**src/rtl/ivp_pkg.sv**
```systemverilog
package ivp_pkg;

  // Strobes from control to datapath, one cycle's decisions
  typedef struct packed {
    logic loadLink;   // store packet vector at pktLevel
    logic loadErr;    // store error vector at the error level
    logic consume;    // clear pending bit at rdLevel
    logic readHit;    // read targets a pending level
  } ivpStrobes_t;

endpackage

```
**src/rtl/ivp_control.sv**
```systemverilog
module ivp_control
  import ivp_pkg::*;
#(
  parameter int NUM_LEVELS = 32,
  parameter int ERR_LEVEL  = 17,
  localparam int LEVEL_W   = $clog2(NUM_LEVELS)
) (
  input  logic                  clk,
  input  logic                  rstN,
  input  logic                  pktValid,
  input  logic [LEVEL_W-1:0]    pktLevel,
  input  logic                  errValid,
  input  logic                  rdValid,
  input  logic [LEVEL_W-1:0]    rdLevel,
  input  logic [NUM_LEVELS-1:0] validVec,
  input  logic [NUM_LEVELS-1:0] errSrcVec,
  output ivpStrobes_t           str,
  output logic                  bcastValid,
  output logic                  rdRespValid,
  output logic                  statValid,
  output logic [LEVEL_W-1:0]    statLevel
);

  logic errPend;
  logic dupPkt;
  logic errSlotBusy;

  assign dupPkt      = pktValid && validVec[pktLevel];
  assign errSlotBusy = validVec[ERR_LEVEL];

  always_comb begin
    str          = '0;
    str.loadLink = pktValid && !dupPkt;
    str.loadErr  = errPend && !pktValid && !errSlotBusy;
    str.readHit  = rdValid && validVec[rdLevel];
    str.consume  = str.readHit;
  end

  always_ff @(posedge clk) begin
    if (!rstN) begin
      errPend     <= 1'b0;
      bcastValid  <= 1'b0;
      rdRespValid <= 1'b0;
      statValid   <= 1'b0;
      statLevel   <= '0;
    end else begin
      errPend     <= (errPend && !str.loadErr) || errValid || dupPkt;
      bcastValid  <= str.loadLink || str.loadErr;
      rdRespValid <= rdValid;
      statValid   <= str.readHit && !errSrcVec[rdLevel];
      if (str.readHit) statLevel <= rdLevel;
    end
  end


  stat_with_resp_chk: assert property (@(posedge clk) disable iff (!rstN)
    statValid |-> rdRespValid);


  one_load_chk: assert property (@(posedge clk) disable iff (!rstN)
    $onehot0({str.loadLink, str.loadErr}));


  dup_raises_err_chk: assert property (@(posedge clk) disable iff (!rstN)
    dupPkt |=> errPend);


  empty_no_stat_chk: assert property (@(posedge clk) disable iff (!rstN)
    (rdValid && !validVec[rdLevel]) |=> !statValid);

endmodule

```
**src/rtl/ivp_datapath.sv**
```systemverilog
module ivp_datapath
  import ivp_pkg::*;
#(
  parameter int              NUM_LEVELS = 32,
  parameter int              ERR_LEVEL  = 17,
  parameter int              VEC_W      = 16,
  parameter int              MASK_W     = 16,
  parameter int              NODE_W     = 4,
  parameter logic [VEC_W-1:0] ERR_VECTOR = 16'h0E17,
  localparam int             LEVEL_W    = $clog2(NUM_LEVELS)
) (
  input  logic                  clk,
  input  logic                  rstN,
  input  ivpStrobes_t           str,
  input  logic [NODE_W-1:0]     nodeId,
  input  logic [LEVEL_W-1:0]    pktLevel,
  input  logic [VEC_W-1:0]      pktVector,
  input  logic                  maskWrEn,
  input  logic [MASK_W-1:0]     maskWrData,
  input  logic [LEVEL_W-1:0]    rdLevel,
  output logic [NUM_LEVELS-1:0] validVec,
  output logic [NUM_LEVELS-1:0] errSrcVec,
  output logic [VEC_W-1:0]      rdData,
  output logic [NODE_W-1:0]     bcastIndex,
  output logic [LEVEL_W-1:0]    bcastLevel,
  output logic [MASK_W-1:0]     bcastMask
);

  logic [VEC_W-1:0]  slotVecArr [NUM_LEVELS];
  logic [MASK_W-1:0] maskReg;

  for (genvar g = 0; g < NUM_LEVELS; g++) begin : gLevel
    logic [VEC_W-1:0] slotVec;
    logic             slotValid;
    logic             slotErrSrc;
    logic             linkHere;
    logic             errHere;
    logic             clrHere;

    assign linkHere = str.loadLink && (pktLevel == LEVEL_W'(g));
    assign errHere  = str.loadErr && (g == ERR_LEVEL);
    assign clrHere  = str.consume && (rdLevel == LEVEL_W'(g));

    always_ff @(posedge clk) begin
      if (!rstN) begin
        slotVec    <= '0;
        slotValid  <= 1'b0;
        slotErrSrc <= 1'b0;
      end else if (linkHere) begin
        slotVec    <= pktVector;
        slotValid  <= 1'b1;
        slotErrSrc <= 1'b0;
      end else if (errHere) begin
        slotVec    <= ERR_VECTOR;
        slotValid  <= 1'b1;
        slotErrSrc <= 1'b1;
      end else if (clrHere) begin
        slotValid  <= 1'b0;
      end
    end

    assign slotVecArr[g] = slotVec;
    assign validVec[g]   = slotValid;
    assign errSrcVec[g]  = slotErrSrc;
  end

  always_ff @(posedge clk) begin
    if (!rstN) begin
      maskReg    <= '1;
      rdData     <= '0;
      bcastIndex <= '0;
      bcastLevel <= '0;
      bcastMask  <= '0;
    end else begin
      if (maskWrEn) maskReg <= maskWrData;
      rdData <= str.readHit ? slotVecArr[rdLevel] : '0;
      if (str.loadLink || str.loadErr) begin
        bcastIndex <= nodeId;
        bcastLevel <= str.loadErr ? LEVEL_W'(ERR_LEVEL) : pktLevel;
        bcastMask  <= maskReg;
      end
    end
  end


  load_sets_pending_chk: assert property (@(posedge clk) disable iff (!rstN)
    str.loadLink |=> validVec[$past(pktLevel)]);


  consume_clears_chk: assert property (@(posedge clk) disable iff (!rstN)
    str.consume |=> !validVec[$past(rdLevel)]);


  err_slot_tag_chk: assert property (@(posedge clk) disable iff (!rstN)
    str.loadErr |=> (validVec[ERR_LEVEL] && errSrcVec[ERR_LEVEL]));

endmodule

```
**src/rtl/intr_vector_port.sv**
```systemverilog
module intr_vector_port
  import ivp_pkg::*;
#(
  parameter int              NUM_LEVELS = 32,
  parameter int              ERR_LEVEL  = 17,
  parameter int              VEC_W      = 16,
  parameter int              MASK_W     = 16,
  parameter int              NODE_W     = 4,
  parameter logic [VEC_W-1:0] ERR_VECTOR = 16'h0E17,
  localparam int             LEVEL_W    = $clog2(NUM_LEVELS)
) (
  input  logic               clk,
  input  logic               rstN,
  input  logic [NODE_W-1:0]  nodeId,
  input  logic               pktValid,
  input  logic [LEVEL_W-1:0] pktLevel,
  input  logic [VEC_W-1:0]   pktVector,
  input  logic               errValid,
  input  logic               maskWrEn,
  input  logic [MASK_W-1:0]  maskWrData,
  input  logic               rdValid,
  input  logic [LEVEL_W-1:0] rdLevel,
  output logic               rdRespValid,
  output logic [VEC_W-1:0]   rdData,
  output logic               bcastValid,
  output logic [NODE_W-1:0]  bcastIndex,
  output logic [LEVEL_W-1:0] bcastLevel,
  output logic [MASK_W-1:0]  bcastMask,
  output logic               statValid,
  output logic [LEVEL_W-1:0] statLevel
);

  ivpStrobes_t           str;
  logic [NUM_LEVELS-1:0] validVec;
  logic [NUM_LEVELS-1:0] errSrcVec;

  ivp_control #(
    .NUM_LEVELS(NUM_LEVELS),
    .ERR_LEVEL (ERR_LEVEL)
  ) i_ctrl (
    .clk        (clk),
    .rstN       (rstN),
    .pktValid   (pktValid),
    .pktLevel   (pktLevel),
    .errValid   (errValid),
    .rdValid    (rdValid),
    .rdLevel    (rdLevel),
    .validVec   (validVec),
    .errSrcVec  (errSrcVec),
    .str        (str),
    .bcastValid (bcastValid),
    .rdRespValid(rdRespValid),
    .statValid  (statValid),
    .statLevel  (statLevel)
  );

  ivp_datapath #(
    .NUM_LEVELS(NUM_LEVELS),
    .ERR_LEVEL (ERR_LEVEL),
    .VEC_W     (VEC_W),
    .MASK_W    (MASK_W),
    .NODE_W    (NODE_W),
    .ERR_VECTOR(ERR_VECTOR)
  ) i_dp (
    .clk       (clk),
    .rstN      (rstN),
    .str       (str),
    .nodeId    (nodeId),
    .pktLevel  (pktLevel),
    .pktVector (pktVector),
    .maskWrEn  (maskWrEn),
    .maskWrData(maskWrData),
    .rdLevel   (rdLevel),
    .validVec  (validVec),
    .errSrcVec (errSrcVec),
    .rdData    (rdData),
    .bcastIndex(bcastIndex),
    .bcastLevel(bcastLevel),
    .bcastMask (bcastMask)
  );

endmodule

```
**config.mk**
```make
export PLATFORM = sky130hd
export DESIGN_NAME = intr_vector_port
export DESIGN_NICKNAME = d
export VERILOG_FILES = /design/src/rtl/ivp_pkg.sv /design/src/rtl/ivp_control.sv /design/src/rtl/ivp_datapath.sv /design/src/rtl/intr_vector_port.sv
export SDC_FILE = /design/constraint.sdc
export NUM_CORES = 1
export LEC_CHECK = 0
export CAP_MARGIN = 40
export CORE_UTILIZATION = 50
export CTS_CLUSTER_SIZE = 28
export DETAILED_ROUTE_END_ITERATION = 10
export DONT_BUFFER_PORTS = 1
export GPL_ROUTABILITY_DRIVEN = 0
export GPL_TIMING_DRIVEN = 0
export PLACE_DENSITY_LB_ADDON = 0.1
export SLEW_MARGIN = 20
export SYNTH_ARGS = -nofsm -noshare
export SYNTH_HDL_FRONTEND = slang
export SYNTH_HIERARCHICAL = 1
export SYNTH_SLANG_ARGS = --single-unit
```
**constraint.sdc**
```tcl
create_clock -name clk -period 4.6 [get_ports clk]
set_input_delay 0.92 -clock clk [delete_from_list [all_inputs] [get_ports clk]]
set_output_delay 0.92 -clock clk [all_outputs]
set_load 0.03 [all_outputs]
```
==> results.py <==
metrics = {
    "run_status": {
        "outcome": "finished, final reports clean",
    },
    "die": {
        "initial_core_util": 0.506,
        "chipWidth_um": 241,
        "core_area_mm2": 0.0563,
        "top_level_ports": 101,
        "die_area_mm2": 0.0579,
        "num_rows": 87,
        "fp.dieH_um": 241,
    },
    "setup_path": {
        "critPathSlowestCell": "nor3_2",
        "end_kind": "flip-flop",
        "crit_arrival_ns": 4.31,
        "cp-start-kind": "primary input",
        "criticalPathCategory": "primary input to flip-flop",
        "cp.required_ns": 5.12,
        "cpMostUsedCell": "nand2_1",
        "path_max_fanout": 10,
        "max_stage_delay_ns": 0.55,
        "crit_chain": "buf_2, mux4_2, nand2_1, nand2_1, mux4_2, nor2b_1, buf_4, buf_4, nand4b_4, nor3_2, buf_2, nand2_1, a21boi_1",
        "crit_family": "simple AND/OR/NAND/NOR gates",
        "crit_buf_inv": 4,
    },
    "power_and_ir_drop": {
        "intPower_mw": 9.12,
        "switching_power_mw": 2.87,
        "power-per-cell-area_mw_per_mm2": 375,
        "seqPwrFrac": 0.455,
        "switching_share": 0.240,
        "p_clk_frac": 0.473,
        "leakage_nw": 11.2,
        "peakVddDrop_mv": 0.262,
        "pwr-share-comb": 0.072,
        "finalPower_mw": 12.0,
    },
    "detailed_routing": {
        "wl_met2_um": 43100,
        "drtIter0Drc": 2269,
        "drt-total-wl_um": 96700,
        "viasPerCell": 5.82,
        "wl_met3_um": 9250,
        "ant_nets": 0,
        "met1_length_um": 39800,
        "top_layer_used": "met5",
        "vias": 23700,
        "wl_per_cell_um": 23.8,
        "dr.pass1.iters": 6,
        "drc": 0,
    },
    "synthesis": {
        "synth_compound_area_frac": 0.170,
        "synth_warnings": 6,
        "synth.most_common_cell": "nand2_1",
        "ys_seq_area_frac": 0.430,
        "synth_mux_area_frac": 0.150,
        "synth_seq_cells": 611,
        "synthFlopType": "dfxtp_1",
        "yosys-top-cells-area": "dfxtp_1, nand2_1, a21boi_0",
        "yosysTopAreaCellShare": 0.430,
        "synth_xor_area_frac": 0,
        "netlist_instances": 3150,
        "synth_cell_type_count": 59,
        "asyncSetResetFlopFracSynth": 0,
        "synth.cell_area_mm2": 0.0285,
        "synth_edf_count": 0,
        "synthSimpleGateAreaFrac": 0.186,
        "synth_area_per_cell_um2": 9.04,
        "synth_fa_ha_area_frac": 0,
        "synth_top_area_cell": "dfxtp_1",
        "synth_top_family_by_area": "simple AND/OR/NAND/NOR gates",
        "synth_common_cells": "nand2_1, dfxtp_1, a21boi_0, a21boi_1, clkbuf_1",
    },
    "grt": {
        "grt_max_degree": 16,
        "grt_usage": 0.335,
        "grt_pass1_wl_um": 143000,
        "grt_pass1_vias": 22800,
        "antenna_found_initial": 1,
        "gr-total-overflow": 0,
    },
    "cells_and_area": {
        "multi_input_area_mm2": 0.0146,
        "regArea_mm2": 0.0122,
        "drive_gt1_frac": 0.155,
        "fillers": 5045,
        "final_util": 0.568,
        "fin_nets": 3314,
        "layoutNonFillerInstCount": 4071,
        "syn_to_final_growth_pct": 12.3,
    },
    "cts": {
        "post_cts_buffers": 0,
        "clockRootBuffer": "clkbuf_16",
        "cts_hold_buf": 0,
        "clkSinkCount": 611,
        "clock_latency_ns": 0.61,
        "numCtsBuffers": 68,
        "tritoncts": "done",
        "clk_pin_slew_worst_paths_ns": 0.06,
        "clock_path_buffers": 3,
        "htree_levels": 3,
        "cts_resized": 0,
    },
    "timing": {
        "fin_crit_sh": 0.824,
        "fin_skew_ns": 0.0307,
        "finalSetupViolCount": 0,
        "clock.fmax_mhz": 264,
        "timing.setup.tns_ns": 0,
        "relSlewSlack": 0.368,
        "rsz0062_at_grt": "false",
        "min_period_ns": 3.79,
        "hold_viol": 0,
        "slew_viol_final": 0,
        "worstMarginPinSlew_ns": 0.948,
    },
    "placement": {
        "placedCellCount": 3945,
        "hpwl_um": 72400,
        "io_buffers": 0,
    },
    "flow_run": {
        "maxCapViolations": 0,
    },
    "hold_path": {
        "hp-class": "primary input to flip-flop",
    },
}
==> cell families (layout without fill, tap and decap cells) <==
logic type      count (synthesis)  count (layout)
flops                         611             611
mux                           266             266
compound gates                648             648
buf+inv                       355             488
simple gates                 1269            1269
other cells                     1              33
==> cell type report <==
type                            instances  share of cell area
Tap cell                              756              0.0296
Multi-Input combinational cell       2214               0.455
Inverter                                4            0.000470
Clock inverter                         18             0.00876
Clock buffer                          103              0.0636
Sequential cell                       611               0.383
Antenna cell                            2            0.000157
Buffer                                351              0.0558
Timing Repair Buffer                   12             0.00403
==> final timing paths <==
path	cells past startpoint	to	startpoint	slack, ns
hold / removal	1	i_ctrl/rdRespValid$_SDFF_PN0_	rdValid	0.44
hold reg to reg	2	i_dp/gLevel[8].slotVec[11]$_SDFFE_PN0P_	i_dp/gLevel[8].slotVec[11]$_SDFFE_PN0P_	0.45
setup / recovery	13	i_dp/gLevel[18].slotVec[9]$_SDFFE_PN0P_	pktLevel[2]	0.81
setup reg to reg	13	i_dp/gLevel[18].slotVec[9]$_SDFFE_PN0P_	i_dp/gLevel[17].slotValid$_SDFFE_PN0P_	0.98
==> power groups by stage <==
stage	registers, mW	clock network, mW	logic (mW)
final	5.45	5.68	0.864
after floorplan	5.56	0	0.555
after detailed placement	5.57	0	0.841
after global placement	5.57	0	0.821
after global routing	5.46	5.97	0.904
after CTS	5.45	5.74	0.844
==> state kept, by name, summed over array words and instances (netlist names), 4 cells and up <==
register               cells
i_dp/gLevel.slotVec      512
i_dp/gLevel.slotValid     32
i_dp/bcastIndex            4
i_dp/bcastMask            16
i_dp/bcastLevel            5
i_dp/maskReg              16
i_ctrl/statLevel           5
i_dp/rdData               16
==> per-layer routing <==
layer	up-vias	GRT usage
met5	-	0
met4	2	0.160
met3	249	0.0766
met2	1102	0.527
met1	11500	0.435
li1	10800	-
==> worst register-to-register path, cell delays in order (launching register included) <==
cell and delay [ns]:
dfxtp_1 0.33, buf_4 0.16, mux4_2 0.44, nand2_1 0.08, nand2_1 0.04, mux4_2 0.49
nor2b_1 0.13, buf_4 0.22, buf_4 0.25, nand4b_4 0.22, nor3_2 0.55, buf_2 0.39
nand2_1 0.10, a21boi_1 0.14
==> per-stage QoR <==
stage               hold slack, ns  setup slack [ns]  instance area [µm²]
floorplan                    0.431             0.958                28600
global placement             0.437             0.168                29500
detailed placement           0.445             0.122                29600
CTS                          0.420             0.740                31900
global route                 0.446             0.645                32000
finish                       0.442             0.810                32000
==> placed cells by master, fill, tap and decap left out, drive strengths merged, types with 2 or more instances in the layout <==
| master | n |
|---|---|
| a21boi | 540 |
| a221oi | 32 |
| and2 | 12 |
| and3 | 20 |
| and3b | 2 |
| and4bb | 2 |
| buf | 204 |
| bufinv | 7 |
| clkbuf | 262 |
| clkinv | 6 |
| clkinvlp | 3 |
| conb | 31 |
| dfxtp | 611 |
| diode | 2 |
| inv | 6 |
| mux2 | 67 |
| mux2i | 78 |
| mux4 | 121 |
| nand2 | 1099 |
| nand2b | 17 |
| nand3 | 9 |
| nand3b | 10 |
| nand4b | 4 |
| nor2 | 30 |
| nor2b | 28 |
| nor3 | 12 |
| nor3b | 9 |
| o211ai | 32 |
| o21a | 4 |
| o21ai | 32 |
| or2 | 7 |
| or3 | 2 |
No activity file was read; power rests on OpenSTA's default activity.
